## src/rtl/cgen_irq_pkg.sv

```systemverilog
package cgen_irq_pkg;

    // Interrupt source indices (flag and enable bit positions)
    typedef enum logic [1:0] {
        SRC_RTI  = 2'd0,
        SRC_LOCK = 2'd1,
        SRC_SCM  = 2'd2
    } src_e;

    localparam int NUM_SRC = 3;

    // Register addresses
    typedef enum logic [1:0] {
        ADDR_CTRL  = 2'd0,
        ADDR_FLAGS = 2'd1,
        ADDR_SEL   = 2'd2
    } reg_addr_e;

    // Control register layout, MSB first
    typedef struct packed {
        logic       rsv7;
        logic       pstop_run;    // bit 6
        logic       clkmon_en;    // bit 5
        logic       scm_mode_en;  // bit 4
        logic       rsv3;
        logic [2:0] ie;           // bits 2:0, indexed by src_e
    } ctrl_t;

    // Width of the real-time counter for a given select width and base shift
    function automatic int rti_cnt_width(int sel_w, int base_shift);
        return (1 << sel_w) - 1 + base_shift;
    endfunction

    // Read image of the flag register
    function automatic logic [7:0] flags_image(logic [NUM_SRC-1:0] flags,
                                               logic lock_lvl, logic scm_state);
        return {2'b00, scm_state, lock_lvl, 1'b0, flags};
    endfunction

endpackage

```

## src/rtl/cgen_sync2.sv

```systemverilog
module cgen_sync2 #(
    parameter int W = 1
) (
    input  logic         clk,
    input  logic         rst,
    input  logic [W-1:0] async_i,
    output logic [W-1:0] sync_o
);
    logic [W-1:0] meta_q;
    logic [W-1:0] sync_q;

    always_ff @(posedge clk) begin
        if (rst) begin
            meta_q <= '0;
            sync_q <= '0;
        end else begin
            meta_q <= async_i;
            sync_q <= meta_q;
        end
    end

    assign sync_o = sync_q;

endmodule

```

## src/rtl/cgen_rti_timer.sv

```systemverilog
module cgen_rti_timer
    import cgen_irq_pkg::*;
#(
    parameter int SEL_W      = 4,
    parameter int BASE_SHIFT = 10
) (
    input  logic             clk,
    input  logic             rst,
    input  logic [SEL_W-1:0] sel_i,
    input  logic             restart_i,
    input  logic             run_i,
    output logic             tick_o
);
    localparam int CNT_W = rti_cnt_width(SEL_W, BASE_SHIFT);

    logic [CNT_W-1:0] cnt_q;
    logic [CNT_W-1:0] limit;
    logic [CNT_W:0]   span;

    always_comb begin
        span  = (CNT_W+1)'(1) << (int'(sel_i) + BASE_SHIFT);
        limit = CNT_W'(span - (CNT_W+1)'(1));
    end

    assign tick_o = run_i && !restart_i && (cnt_q == limit);

    always_ff @(posedge clk) begin
        if (rst || restart_i) begin
            cnt_q <= '0;
        end else if (run_i) begin
            cnt_q <= tick_o ? '0 : cnt_q + CNT_W'(1);
        end
    end

    // a select write restarts the count from zero
    p_restart_zero_r11: assert property (@(posedge clk) disable iff (rst)
        restart_i |=> (cnt_q == '0));

    // a stopped counter does not move
    p_frozen_r6: assert property (@(posedge clk) disable iff (rst)
        (!run_i && !restart_i) |=> $stable(cnt_q));

    // the count never passes the selected limit
    p_in_range_r2: assert property (@(posedge clk) disable iff (rst)
        (!restart_i && $stable(sel_i)) |=> (cnt_q <= limit));

endmodule

```

## src/rtl/cgen_flag_bank.sv

```systemverilog
module cgen_flag_bank
    import cgen_irq_pkg::*;
#(
    parameter int N = NUM_SRC
) (
    input  logic         clk,
    input  logic         rst,
    input  logic [N-1:0] set_i,
    input  logic [N-1:0] clr_i,
    input  logic [N-1:0] en_i,
    output logic [N-1:0] flag_o,
    output logic         irq_o
);
    logic [N-1:0] flag_q;
    logic         irq_q;

    for (genvar k = 0; k < N; k++) begin : g_flag
        always_ff @(posedge clk) begin
            if (rst) flag_q[k] <= 1'b0;
            else     flag_q[k] <= set_i[k] | (flag_q[k] & ~clr_i[k]);
        end

        // a set event always leaves the flag at 1
        p_set_wins_r4: assert property (@(posedge clk) disable iff (rst)
            set_i[k] |=> flag_q[k]);

        // a clear with no set event empties the flag
        p_clear_r3: assert property (@(posedge clk) disable iff (rst)
            (clr_i[k] && !set_i[k]) |=> !flag_q[k]);

        // without a set event the flag cannot rise
        p_no_spurious_r3: assert property (@(posedge clk) disable iff (rst)
            (!set_i[k] && !flag_q[k]) |=> !flag_q[k]);
    end

    always_ff @(posedge clk) begin
        if (rst) irq_q <= 1'b0;
        else     irq_q <= |(flag_q & en_i);
    end

    assign flag_o = flag_q;
    assign irq_o  = irq_q;

    // no enabled flag means no request in the next cycle
    p_irq_masked_r5: assert property (@(posedge clk) disable iff (rst)
        ((flag_q & en_i) == '0) |=> !irq_o);

endmodule

```

## src/rtl/cgen_irq_unit.sv

```systemverilog
module cgen_irq_unit
    import cgen_irq_pkg::*;
#(
    parameter int SEL_W      = 4,
    parameter int BASE_SHIFT = 10
) (
    input  logic       clk,
    input  logic       rst,
    input  logic       wr_en,
    input  logic [1:0] wr_addr,
    input  logic [7:0] wr_data,
    input  logic [1:0] rd_addr,
    output logic [7:0] rd_data,
    input  logic       lock_i,
    input  logic       qc_fail_i,
    input  logic       clk_lost_i,
    input  logic       pstop_i,
    output logic       irq_o
);
    ctrl_t            ctrl_q;
    logic [SEL_W-1:0] sel_q;

    logic             wr_ctrl, wr_flags, wr_sel;
    logic [2:0]       async_in, sync_out;
    logic             lock_lvl, qc_fail_s, clk_lost_s;
    logic             lock_prev_q, scm_state_q, scm_prev_q;
    logic             lock_chg, scm_chg, scm_cause;
    logic             rti_tick, rti_run;
    logic [NUM_SRC-1:0] set_vec, clr_vec, flags;

    assign wr_ctrl  = wr_en && (wr_addr == ADDR_CTRL);
    assign wr_flags = wr_en && (wr_addr == ADDR_FLAGS);
    assign wr_sel   = wr_en && (wr_addr == ADDR_SEL);

    // Software registers
    always_ff @(posedge clk) begin
        if (rst) begin
            ctrl_q <= '0;
            sel_q  <= '0;
        end else begin
            if (wr_ctrl) ctrl_q <= ctrl_t'(wr_data & 8'h77);
            if (wr_sel)  sel_q  <= wr_data[SEL_W-1:0];
        end
    end

    // Synchronize the asynchronous status inputs
    assign async_in = {clk_lost_i, qc_fail_i, lock_i};

    cgen_sync2 #(.W(3)) sync_i (
        .clk     (clk),
        .rst     (rst),
        .async_i (async_in),
        .sync_o  (sync_out)
    );

    assign lock_lvl   = sync_out[0];
    assign qc_fail_s  = sync_out[1];
    assign clk_lost_s = sync_out[2];

    // Self-clock state: follows its causes only while enabled
    assign scm_cause = qc_fail_s | (ctrl_q.clkmon_en & clk_lost_s);

    always_ff @(posedge clk) begin
        if (rst) begin
            lock_prev_q <= 1'b0;
            scm_state_q <= 1'b0;
            scm_prev_q  <= 1'b0;
        end else begin
            lock_prev_q <= lock_lvl;
            if (ctrl_q.scm_mode_en) scm_state_q <= scm_cause;
            scm_prev_q  <= scm_state_q;
        end
    end

    assign lock_chg = lock_lvl ^ lock_prev_q;
    assign scm_chg  = scm_state_q ^ scm_prev_q;

    // Real-time counter
    assign rti_run = !pstop_i || ctrl_q.pstop_run;

    cgen_rti_timer #(.SEL_W(SEL_W), .BASE_SHIFT(BASE_SHIFT)) rti_i (
        .clk       (clk),
        .rst       (rst),
        .sel_i     (sel_q),
        .restart_i (wr_sel),
        .run_i     (rti_run),
        .tick_o    (rti_tick)
    );

    // Flag bank
    always_comb begin
        set_vec           = '0;
        set_vec[SRC_RTI]  = rti_tick;
        set_vec[SRC_LOCK] = lock_chg;
        set_vec[SRC_SCM]  = scm_chg;
        clr_vec           = wr_flags ? wr_data[NUM_SRC-1:0] : '0;
    end

    cgen_flag_bank #(.N(NUM_SRC)) flags_i (
        .clk    (clk),
        .rst    (rst),
        .set_i  (set_vec),
        .clr_i  (clr_vec),
        .en_i   (ctrl_q.ie),
        .flag_o (flags),
        .irq_o  (irq_o)
    );

    // Read mux
    always_comb begin
        case (rd_addr)
            ADDR_CTRL:  rd_data = ctrl_q;
            ADDR_FLAGS: rd_data = flags_image(flags, lock_lvl, scm_state_q);
            ADDR_SEL:   rd_data = 8'(sel_q);
            default:    rd_data = 8'h00;
        endcase
    end

    // the self-clock state holds while the mode enable is clear
    p_scm_hold_r9: assert property (@(posedge clk) disable iff (rst)
        !ctrl_q.scm_mode_en |=> $stable(scm_state_q));

    // with no quality failure and the monitor off, the state cannot be entered
    p_loss_gated_r10: assert property (@(posedge clk) disable iff (rst)
        (!qc_fail_s && !ctrl_q.clkmon_en && !scm_state_q) |=> !scm_state_q);

    // a lock change reaches the lock flag
    p_lock_flag_r7: assert property (@(posedge clk) disable iff (rst)
        lock_chg |=> flags[SRC_LOCK]);

    // a self-clock change reaches the self-clock flag
    p_scm_flag_r8: assert property (@(posedge clk) disable iff (rst)
        scm_chg |=> flags[SRC_SCM]);

endmodule

```

## config.mk

```make
export PLATFORM = sky130hd
export DESIGN_NAME = cgen_irq_unit
export DESIGN_NICKNAME = d
export VERILOG_FILES = /design/src/rtl/cgen_irq_pkg.sv /design/src/rtl/cgen_sync2.sv /design/src/rtl/cgen_rti_timer.sv /design/src/rtl/cgen_flag_bank.sv /design/src/rtl/cgen_irq_unit.sv
export SDC_FILE = /design/constraint.sdc
export NUM_CORES = 1
export LEC_CHECK = 0
export ABC_CLOCK_PERIOD_IN_PS = 3500
export CAP_MARGIN = 15
export CORE_MARGIN = 1
export CORE_UTILIZATION = 42
export CTS_CLUSTER_SIZE = 40
export DETAILED_ROUTE_END_ITERATION = 6
export DONT_BUFFER_PORTS = 1
export PLACE_DENSITY_LB_ADDON = 0.05
export RECOVER_POWER = 50
export SYNTH_ARGS = -nofsm -noshare
export SYNTH_HDL_FRONTEND = slang
export SYNTH_SLANG_ARGS = --single-unit
export TNS_END_PERCENT = 20
```

## constraint.sdc

```tcl
create_clock -name clk -period 3.5 [get_ports clk]
set_input_delay 0.175 -clock clk [delete_from_list [all_inputs] [get_ports clk]]
set_output_delay 0.175 -clock clk [all_outputs]
set_load 0.05 [all_outputs]
```

== Yosys cells after proc, flatten, opt, wreduce, memory -nomap -nowiden ==
Index checks and enable logic that the tools add are counted.

* Flip-flop bits (word level): 48
* Memories kept: 0
* Latch bits: 0
* ROM bits: 0
* Bits in writable memories: 0

* $mul: 0
* Shifts and indexed selects: 1
* Bitwise logic cells: 14
* Reduce and logical (&&, ||, !) cells: 12
* Div/mod/pow operators: 0
* $add $sub $neg: 3
* Muxes and demuxes: 3
* $lt $le $gt $ge: 0
* Eq/ne operators: 5

{| class="wikitable"
|+ Operator list
! kind !! number
|-
| << shifter 1 x 32 -> 25 bit, first input constant || 1
|-
| adder 25 x 1 -> 25 bit, second input constant || 1
|-
| == test 25 bit || 1
|-
| two-way mux 25 bit || 1
|-
| subtractor 25 x 1 -> 25 bit, second input constant || 1
|-
| one-hot mux 7 bit (3 select lines) || 1
|-
| adder 4 x 4 -> 5 bit, second input constant || 1
|-
| logical AND 1 bit || 5
|-
| AND 1 bit || 4
|-
| == test 2 x 1 -> 1 bit, second input constant || 2
|-
| == test 2 bit, second input constant || 2
|-
| zero test 2 bit || 2
|-
| OR 1 bit || 4
|-
| AND 3 bit || 1
|-
| two-way mux 3 bit || 1
|-
| NOT 1 bit || 3
|-
| OR reduction 3 bit || 1
|-
| zero test 1 bit || 2
|-
| logical OR 1 bit || 2
|-
| bitwise XOR 1 bit || 2
|}

== Depth between registers and ports, before layout ==
Gate-level depths: netlist of run 1.

* Word-level depth: 6
* Depth in mapped cells: 15

== Cells and area by module ==
Synthesis of run 1 repeated with hierarchy kept, for this count alone.

* Cells, all modules: 383
* Area, all modules: 3124.2 um^2

{| class="wikitable"
|+ Modules (own cells, without submodules)
! module !! cells each !! area each (um^2) !! seq. area each (um^2) !! times used
|-
| cgen_rti_timer || 280 || 2108.3 || 500.5 || 1
|-
| cgen_irq_unit || 76 || 719.4 || 260.2 || 1
|-
| cgen_sync2 || 12 || 157.7 || 120.1 || 1
|-
| cgen_flag_bank || 15 || 138.9 || 80.1 || 1
|}

== Least setup slack after synthesis of run 1 ==
No wires, ideal clock.

* Path kind: reg-to-reg
* From: register sel_q[2]
* To: register rti_i.cnt_q[10]
* Setup time: 0.132 ns
* Arrival: 3.393 ns
* Path buffers: 5
* Stages on the path, launching flop included: 15
* Setup slack: -0.025 ns
* Path through: dfxtp_1 -> ha_1 -> clkbuf_1 -> clkbuf_1 -> or3b_2 -> ha_1 -> clkbuf_1 -> inv_1 -> o211a_1 -> or3b_1 -> a311o_1 -> and4bb_1 -> buf_6 -> buf_6 -> nor3_1

* Word-level cells in the longest chain between the ends: 6

{| class="wikitable"
|+ RTL lines
! element !! RTL line !! text
|-
| from (decl) || cgen_irq_unit.sv:21 || <nowiki>logic [SEL_W-1:0] sel_q;</nowiki>
|-
| from (signal assigned) || cgen_irq_unit.sv:42 || <nowiki>if (wr_sel) sel_q <= wr_data[SEL_W-1:0];</nowiki>
|-
| adder 4 x 4 -> 5 bit || cgen_rti_timer.sv:21 || <nowiki>span = (CNT_W+1)'(1) << (int'(sel_i) + BASE_SHIFT);</nowiki>
|-
| << shifter 1 x 32 -> 25 bit || cgen_rti_timer.sv:21 ||
|-
| subtractor 25 x 1 -> 25 bit || cgen_rti_timer.sv:22 || <nowiki>limit = CNT_W'(span - (CNT_W+1)'(1));</nowiki>
|-
| == test 25 bit || cgen_rti_timer.sv:25 || <nowiki>assign tick_o = run_i && !restart_i && (cnt_q == limit);</nowiki>
|-
| logical AND 1 bit || cgen_rti_timer.sv:25 ||
|-
| two-way mux 25 bit || cgen_rti_timer.sv:31 || <nowiki>cnt_q <= tick_o ? '0 : cnt_q + CNT_W'(1);</nowiki>
|-
| to (signal assigned) || cgen_rti_timer.sv:31 ||
|-
| to (decl) || cgen_rti_timer.sv:16 || <nowiki>logic [CNT_W-1:0] cnt_q;</nowiki>
|}

No other way between the ends.
A chain may end at the register's enable or synchronous reset.

== Final worst setup path of run 1 ==
* From: register sel_q[0]
* To: register rti_i.cnt_q[0]

The elaborated chain is that of the path after synthesis.

==> results.toml, run 1 <==
[placed_design]
dp.cells = 423
portBuffers = 0
gp_congestion = 0.8358
dp_hpwl_microns = 4965
placed_cell_area_sq_um = 3025

[die]
core_area_sq_um = 6756
initial_core_util_pct = 43.19
rows = 30
die_h_microns = 85.35
ios = 28
die-area_sq_um = 7285
die_w_microns = 85.35

[critical_path]
reg2reg_from = "sel_q[0]$_SDFFE_PP0P_"
r2r_end = "rti_i.cnt_q[0]$_SDFFE_PP0P_"
cp-end-kind = "flip-flop"
cp-start-kind = "flip-flop"
critical_path_class = "reg -> reg"
crit_required_ns = 3.66
rrSetupSlack_ns = 0.15
reg2reg_depth = 11
arrival_ns = 3.51
path_max_fanout = 6

[power_and_ir_drop]
p_sw_uw = 280.9
powerDensity_nw_per_um2 = 339.3
leakage_uw = 0.001150
internal_power_uw = 818.6
comb_power_share_pct = 10.1
clkPwrFrac_pct = 38.3
ir_drop_mv = 0.2058
p_sw_share_pct = 25.55
pwr-share-seq_pct = 51.6

[min_path]
holdCritStartpoint = "clk_lost_i"
hp-class = "in -> reg"
hold-path-cell-count = 1
hold_end = "sync_i.meta_q[2]$_SDFF_PP0_"

[logic_synthesis]
syn-num-nets = 371
synth_area_leader_cell = "dfxtp_1"
synthTopCellsByArea = "dfxtp_1, xnor2_1, xor2_1"
yosys-top-cells-count = "dfxtp_1, nor3_1, nor2_1, xnor2_1, xor2_1"
ys_warn_count = 0
avgSynthCellArea_sq_um = 8.360
ys_types = 54
post-synth-top-count-cell = "dfxtp_1"
synthesis.instances = 349
synth-main-ff-cell = "dfxtp_1"
ys_seq_area_share_pct = 32.93
synth_top_cell_area_share_pct = 32.93
ys_ff_latch = 48
synth_edf_count = 0
syn_area_sq_um = 2918
async_flop_share_pct = 0

[timing]
finalHoldViolCount = 0
fmax_mhz = 298.5
max-slew-margin-rel_pct = 1.385
whs_ns = 0.001657
maxSlewViolCount = 0
min_period_ns = 3.351
rsz0062_at_grt = "no"
worst_slew_pin_slew_ns = 1.464
setup_viol = 0
timing.final.crit_share_pct = 95.73
clock_skew_ns = 0.005560

[drt]
drc = 0
firstDrtPassIters = 4
wl_per_cell_microns = 16.02
drtAntennaViolNets = 0
vias_per_cell = 5.446
dr_total_vias = 2380
wirelength_microns = 7001
drt_iter0_drc = 153

[clock_network]
cts_tree = "yes"
cts.path.max_buffers = 2
clk_pin_slew_ns = 0.10
clock_latency_ns = 0.31
cts_buffers = 5
cts_root_buf = "clkbuf_8"
htree_levels = 2
cts_sinks = 48

[run]
cap_violations = 1

[layout]
multi_input_area_sq_um = 1824
final_cell_area_sq_um = 3241
num_antenna_cells = 0
fillers = 689
drive_gt1_share_pct = 11.20
fin_cells = 437
regArea_sq_um = 962.2
area_delta_synth_final_pct = 11.06
nets = 378

[grt]
antenna_found_initial = 0
grt_max_degree = 27
grt_pass1_wl_microns = 11540
grt_util_all_layers_pct = 20.37
grt_pass1_vias = 2270
grt_overflow = 0

[status]
status = "finished with violations"
violations = "capacitance limit"
-- cells by family (layout without fill, tap and decap cells) --
logic type | Yosys count | count (layout) | synth area share, %
other | 1 | 1 | 0.1285
DFF | 48 | 48 | 32.93
AOI/OAI and AO/OA | 47 | 47 | 11.02
xor gates and xnor gates | 53 | 53 | 16.38
muxes | 15 | 15 | 5.146
buffers and inverters | 31 | 39 | 5.317
and+or+nand+nor | 151 | 151 | 27.79
adders and majority gates | 3 | 3 | 1.287
-- critical path, cell delays in order, from the launching register on --
cell,delay (ns)
dfxtp_2,0.33
or4b_4,0.53
or3b_4,0.42
ha_4,0.22
xnor2_1,0.11
a221oi_1,0.22
o2111ai_1,0.14
a2111o_1,0.32
nor4_1,0.28
and4bb_2,0.40
clkbuf_16,0.19
nor3_1,0.04
-- how the worst max path moves through the flow --
stage / startpoint / end / slack, ns / cells past startpoint
after detailed placement: sel_q[0]$_SDFFE_PP0P_ / rti_i.cnt_q[1]$_SDFFE_PP0P_ / -0.07 / 11
after floorplan: sel_q[1]$_SDFFE_PP0P_ / rti_i.cnt_q[10]$_SDFFE_PP0P_ / 0.02 / 13
after global placement: sel_q[0]$_SDFFE_PP0P_ / rti_i.cnt_q[1]$_SDFFE_PP0P_ / -0.06 / 11
after CTS: sel_q[0]$_SDFFE_PP0P_ / rti_i.cnt_q[1]$_SDFFE_PP0P_ / 0.07 / 11
final: sel_q[0]$_SDFFE_PP0P_ / rti_i.cnt_q[0]$_SDFFE_PP0P_ / 0.15 / 11
after global routing: sel_q[0]$_SDFFE_PP0P_ / rti_i.cnt_q[8]$_SDFFE_PP0P_ / 0.006 / 11
-- power by group through the flow --
stage	sequential, uW	combinational [uW]	clock [uW]
final	568	111	421
after global routing	569	123	453
after CTS	568	112	432
after detailed placement	581	105	0
after global placement	580	104	0
after floorplan	578	91.0	0
-- metal layers --
| layer | up-vias | GRT usage, % | wire (microns) |
|---|---|---|---|
| li1 | 1223 | - | - |
| met1 | 1122 | 29.77 | 3706 |
| met2 | 31 | 30.65 | 3049 |
| met3 | 4 | 3.210 | 194 |
| met4 | 0 | 6.364 | 51 |
| met5 | - | 0 | 0 |
-- state kept, by name (all words and copies together), names as in the netlist --
signal and flops:
sync_i.sync_o 3, lock_prev_q 1, ctrl_q 6, sel_q 4
rti_i.cnt_q 25, flags_i.irq_o 1, scm_prev_q 1, flags_i.flag_o 3
scm_state_q 1, sync_i.meta_q 3
-- cell type report --
type / count / area share [%]
multi-input combinational: 270 / 56.29
sequential: 48 / 29.69
timing repair buffer: 23 / 6.448
tap: 80 / 3.089
clock buffer: 5 / 2.124
clock inverter: 3 / 1.429
inverter: 8 / 0.9266
-- placed cells by master, fill, tap and decap left out, types with 3 or more instances in the layout --
cell / n
a211oi_1: 3
a21oi_1: 11
a221oi_1: 3
and3_1: 4
buf_4: 15
clkbuf_8: 5
dfxtp_1: 47
dlygate4sd3_1: 3
inv_1: 7
mux2i_1: 15
nand2_1: 22
nand2b_1: 7
nand3_1: 13
nand3b_1: 4
nand4_1: 5
nor2_1: 28
nor2b_1: 12
nor3_1: 30
nor3b_1: 4
nor4_1: 4
o21ai_0: 9
or3_1: 3
xnor2_1: 28
xor2_1: 24
-- per-stage QoR --
stage	worst slack, ns	power, uW	TNS, ns	util, %
finish	0.1494	1099	0	47.96
global route	0.006354	1145	0	47.96
CTS	0.07356	1111	0	47.24
detailed placement	-0.07354	685.4	-1.472	44.78
global placement	-0.06058	684.5	-1.164	44.78
floorplan	0.02495	668.7	0	-
-- timing repair --
action                     CTS  global route
resized for setup            6             4
pin swaps                    1             6
gates cloned                 1             1
buffers inserted             0             1
hold endpoints to repair    22             0
setup endpoints to repair   26            26
hold buffers                 3             0
Note: power is estimated with default switching activity, not from simulation.
==> run 2, diff against run 1 <==
--- a/config.mk
+++ b/config.mk
@@ -12,6 +12,7 @@
 export CTS_CLUSTER_SIZE = 40
 export DETAILED_ROUTE_END_ITERATION = 6
 export DONT_BUFFER_PORTS = 1
+export MAX_ROUTING_LAYER = met4
 export PLACE_DENSITY_LB_ADDON = 0.05
 export RECOVER_POWER = 50
 export SYNTH_ARGS = -nofsm -noshare
==> run 2 against run 1 <==
The flow still finishes with violations (capacitance limit). Global-route usage rose by 0.64 points. First-iteration DRC count fell by 13%. Combinational power barely moved. Final cell count rose by 0.23%. Fmax rose by 0.14%. Die area did not move. Largest cell class unchanged. Largest power group unchanged.
==> results.toml, run 2 (synthesized netlist as in run 1, its figures left out) <==
[status]
status = "finished with violations"
violations = "capacitance limit"

[critical_path]
critical_path_class = "reg -> reg"
crit_path_max_incr_delay_ns = 0.53
path_max_fanout = 7
arrival_ns = 3.50
cp_slowest_cell = "or4b_4"
cp-start-kind = "flip-flop"
cp_cell_sequence = "or4b_4 -> or3b_4 -> ha_4 -> xnor2_1 -> a221oi_1 -> o2111ai_1 -> a2111o_1 -> nor4_1 -> and4bb_2 -> buf_6 -> nor3_1"
cp-end-kind = "flip-flop"
crit_required_ns = 3.66

[timing]
maxSlewViolCount = 0
rsz0062_at_grt = "no"
setup_ws_ns = 0.1540
max-slew-margin-rel_pct = 1.385
finalHoldViolCount = 0
setup_viol = 0
timing.final.crit_share_pct = 95.60
clock_skew_ns = 0.008016
min_period_ns = 3.346
whs_ns = 0.003475
worst_slew_pin_slew_ns = 1.464
fmax_mhz = 298.9

[placed_design]
gp_congestion = 0.8487
portBuffers = 0
post-place-ws_ns = -0.07354
dp_hpwl_microns = 4965

[die]
die_h_microns = 85.35
rows = 30
core_area_sq_um = 6756
initial_core_util_pct = 43.19
die-area_sq_um = 7285
ios = 28
die_w_microns = 85.35

[power_and_ir_drop]
leakage_uw = 0.001155
power_uw = 1104
ir_drop_mv = 0.2083
powerDensity_nw_per_um2 = 339.5

[drt]
drc = 0
firstDrtPassIters = 4
vias_per_cell = 5.459
drt_iter0_drc = 133
wl_per_cell_microns = 15.96
dr_total_vias = 2391
wirelength_microns = 6990
drtAntennaViolNets = 0

[layout]
layout_common_cells = "dfxtp_1, nor3_1, nor2_1, xnor2_1, xor2_1"
drive_gt1_share_pct = 11.17
fillers = 688
reg_top3 = "rti_i.cnt_q x25, ctrl_q x6, sel_q x4"
final_common_cell = "dfxtp_1"
area_delta_synth_final_pct = 11.41
nets = 379
largest_register = "rti_i.cnt_q"
largest_register_ffs = 25
num_antenna_cells = 0

[min_path]
hp-class = "in -> reg"

[grt]
grt_overflow = 0
grt_pass1_vias = 2271
antenna_found_initial = 0
grt_util_all_layers_pct = 21.00
grt_max_degree = 27
grt_pass1_wl_microns = 11540

[clock_network]
clk_pin_slew_ns = 0.10
cts_buffers = 5
htree_levels = 2
cts_sinks = 48
clock_latency_ns = 0.31
cts_root_buf = "clkbuf_8"
cts.path.max_buffers = 2
cts_tree = "yes"

[run]
cap_violations = 1
==> run 2: worst max-delay path, delay by kind of cell, from the launching register on <==
kind,cells,cell delay [ns]
flip-flops,1,0.33
AO/OA/AOI/OAI,3,0.68
AND/OR/NAND/NOR,5,1.67
adder cells (fa/ha/maj),1,0.22
XOR/XNOR,1,0.11
buffers and inverters,1,0.17
==> run 2: final timing paths <==
check                                            startpoint                     endpoint  slack, ns  cells past startpoint
worst max-delay path                  sel_q[0]$_SDFFE_PP0P_  rti_i.cnt_q[8]$_SDFFE_PP0P_       0.15                     11
worst min-delay path                             wr_data[3]        sel_q[3]$_SDFFE_PP0P_      0.003                      2
worst max register to register        sel_q[0]$_SDFFE_PP0P_  rti_i.cnt_q[8]$_SDFFE_PP0P_       0.15                     11
worst min register to register  sync_i.meta_q[1]$_SDFF_PP0_  sync_i.sync_o[1]$_SDFF_PP0_       0.45                      1
==> run 2: layout make-up <==
type | instances | area (sq um) | area share [%]
Clock inverter | 3 | 46.29 | 1.424
Timing Repair Buffer | 24 | 219.0 | 6.736
Tap cell | 80 | 100.1 | 3.079
Inverter | 8 | 30.03 | 0.9238
Clock buffer | 5 | 68.82 | 2.117
Multi-Input combinational cell | 270 | 1824 | 56.12
Sequential cell | 48 | 962.2 | 29.60
==> run 2: where the power goes <==
group	internal (uW)	switching (uW)
clock	216	209
combinational	45.8	65.5
sequential	558	9.64
==> run 2: layer usage <==
layer / global-route usage (%) / vias to the layer above / part of all wire (%)
li1: - / 1227 / -
met1: 29.89 / 1128 / 53
met2: 30.57 / 32 / 43
met3: 3.210 / 4 / 3.1
met4: 6.364 / 0 / 0.76
met5: - / - / 0
==> run 2: repair_timing <==
action,4_1_cts,5_1_grt
hold buffers,3,1
gates cloned,1,1
endpoints found under the setup margin,26,26
pin swaps,1,6
gates resized for setup,6,4
buffers inserted,0,1
endpoints found under the hold margin,22,1
==> run 2: through the flow <==
stage / std cells / utilization [%] / instance area [sq um] / TNS, ns
finish: 438 / 48.11 / 3251 / 0
global route: 438 / 48.11 / 3251 / 0
CTS: 435 / 47.24 / 3192 / 0
detailed placement: 423 / 44.78 / 3025 / -1.472
global placement: 423 / 44.78 / 3025 / -1.164
floorplan: 349 / - / 2919 / 0
==> run 3, diff against run 2 <==
--- a/config.mk
+++ b/config.mk
@@ -5,7 +5,7 @@
 export SDC_FILE = /design/constraint.sdc
 export NUM_CORES = 1
 export LEC_CHECK = 0
-export ABC_CLOCK_PERIOD_IN_PS = 3500
+export ABC_CLOCK_PERIOD_IN_PS = 4150
 export CAP_MARGIN = 15
 export CORE_MARGIN = 1
 export CORE_UTILIZATION = 42
==> constraint.sdc (replaced) <==
create_clock -name clk -period 4.15 [get_ports clk]
set_input_delay 0.2075 -clock clk [delete_from_list [all_inputs] [get_ports clk]]
set_output_delay 0.2075 -clock clk [all_outputs]
set_load 0.05 [all_outputs]
==> run 3 against run 2 <==
The flow finishes with violations (capacitance limit, slew limit). Sequential cell count is the same. Hold slack improved by 0.020 ns. Total power shrank 21%. Sequential share of layout area increased by 1.4 points. Combinational power shrank 19%. Clock skew fell by 0.0026 ns. Non-clock buffer count decreased by 12.
==> results.toml, run 3 (synthesized netlist as in run 1, its figures left out) <==
[timing]
setup_viol = 0
maxSlewViolCount = 1
timing.final.crit_share_pct = 91.60
setup-tns-final_ns = 0
worst_slew_pin_slew_ns = 1.501
rsz0062_at_grt = "no"
max-slew-margin-rel_pct = -1.111
min_period_ns = 3.802
finalHoldViolCount = 0
fmax_mhz = 263.1
clock_skew_ns = 0.005375

[die]
die_w_microns = 85.35
core_area_sq_um = 6756
rows = 30
die-area_sq_um = 7285
initial_core_util_pct = 43.19
ios = 28
die_h_microns = 85.35

[critical_path]
cp_cell_sequence = "or4b_4 -> or3b_2 -> ha_1 -> xnor2_1 -> a221oi_1 -> o2111ai_1 -> a2111o_1 -> nor4_1 -> and4bb_1 -> buf_12 -> o31ai_1"
crit_required_ns = 4.35
critical_path_class = "reg -> reg"
cp-start-kind = "flip-flop"
startpoint = "sel_q[2]$_SDFFE_PP0P_"
cp_top_family = "simple AND/OR/NAND/NOR gates"
cp_slowest_cell = "or4b_4"
reg2reg_depth = 11
path_max_fanout = 25
cp.buffers_inverters = 1
crit_path_max_incr_delay_ns = 0.57
arrival_ns = 4.00
critPathCapture = "rti_i.cnt_q[1]$_SDFFE_PP0P_"
critical_path_depth = 11
cp-end-kind = "flip-flop"
r2r_end = "rti_i.cnt_q[1]$_SDFFE_PP0P_"
reg2reg_from = "sel_q[2]$_SDFFE_PP0P_"
rrSetupSlack_ns = 0.35

[power_and_ir_drop]
clkPwrFrac_pct = 34.6
internal_power_uw = 641.4
p_sw_uw = 229.1
ir_drop_mv = 0.1492
power_uw = 870.4
p_sw_share_pct = 26.32
pwr-share-seq_pct = 55.0
powerDensity_nw_per_um2 = 281.1
comb_power_share_pct = 10.3
leakage_uw = 0.001081

[layout]
final_common_cell = "dfxtp_1"
fillers = 690
nets = 367
num_antenna_cells = 0
layout_common_cells = "dfxtp_1, nor3_1, nor2_1, xnor2_1, xor2_1"
largest_register = "rti_i.cnt_q"
largest_register_ffs = 25
area_delta_synth_final_pct = 6.132
multi_input_area_sq_um = 1807
regArea_sq_um = 960.9
reg_top3 = "rti_i.cnt_q x25, ctrl_q x6, sel_q x4"
drive_gt1_share_pct = 7.514

[grt]
grt_pass1_vias = 2300
grt_pass1_wl_microns = 11740
antenna_found_initial = 0
grt_util_all_layers_pct = 21.20
grt_max_degree = 27
grt_overflow = 0

[drt]
drtAntennaViolNets = 0
dr_total_vias = 2375
wl_per_cell_microns = 15.74
drc = 0
wirelength_microns = 6704
firstDrtPassIters = 4
vias_per_cell = 5.575
drt_iter0_drc = 122

[clock_network]
cts_root_buf = "clkbuf_8"
cts_sinks = 48
cts_resized = 0
cts_hold_buffers = 1
htree_levels = 2
cts_tree = "yes"
clk_pin_slew_ns = 0.09
cts.path.max_buffers = 2
cts_buffers = 5
cts_setup_buffers = 0
clock_latency_ns = 0.31

[status]
violations = "capacitance limit, slew limit"
status = "finished with violations"

[placed_design]
dp_hpwl_microns = 4759
gp_congestion = 0.8392
portBuffers = 0

[run]
cap_violations = 2

[min_path]
hp-class = "in -> reg"
[run 3: area by class of cell]
type | instances | area share (%)
sequential | 48 | 31.03
clock buffer | 6 | 2.667
inverter | 8 | 0.9697
clock inverter | 2 | 0.4848
multi-input combinational | 270 | 58.34
timing repair buffer | 12 | 3.273
tap | 80 | 3.232
[run 3: metal layers]
metal  global-route usage, %  up-vias  routed length (microns)
li1                        -     1206                        -
met1                   30.21     1132                     3503
met2                   31.01       28                     2902
met3                   3.307        9                      213
met4                   5.909        0                       84
met5                       -        -                        0
[run 3: worst min path at each step]
stage / start / to / cells past startpoint / slack [ns]
floorplan: rst / sync_i.meta_q[0]$_SDFF_PP0_ / 1 / 0.28
global placement: rst / sync_i.sync_o[1]$_SDFF_PP0_ / 1 / 0.28
detailed placement: rst / sync_i.meta_q[2]$_SDFF_PP0_ / 1 / 0.28
CTS: clk_lost_i / sync_i.meta_q[2]$_SDFF_PP0_ / 1 / 0.02
global route: qc_fail_i / sync_i.meta_q[1]$_SDFF_PP0_ / 1 / 0.007
finish: lock_i / sync_i.meta_q[0]$_SDFF_PP0_ / 1 / 0.02
[run 3: worst register-to-register path: stages (launching register included)]
cell	delay (ns)
dfxtp_1	0.34
or4b_4	0.57
or3b_2	0.54
ha_1	0.34
xnor2_1	0.13
a221oi_1	0.30
o2111ai_1	0.17
a2111o_1	0.43
nor4_1	0.26
and4bb_1	0.32
buf_12	0.19
o31ai_1	0.10
[run 3: stage by stage]
step / setup slack [ns] / util [%] / hold slack [ns] / cells / instance area, sq um
after CTS: 0.3247 / 45.89 / 0.01922 / 426 / 3100
after detailed placement: 0.3223 / 44.30 / 0.2830 / 417 / 2993
final: 0.3485 / 45.83 / 0.02364 / 426 / 3097
after floorplan: 0.6251 / - / 0.2791 / 349 / 2918
after global placement: 0.3335 / 44.30 / 0.2812 / 417 / 2993
after global routing: 0.08946 / 45.83 / 0.007394 / 426 / 3097
[run 3: power by group through the flow]
stage	clock, uW	sequential, uW	combinational [uW]
finish	302	479	89.9
global route	332	481	101
CTS	311	479	90.6
detailed placement	0	490	86.6
global placement	0	490	86.4
floorplan	0	487	76.7
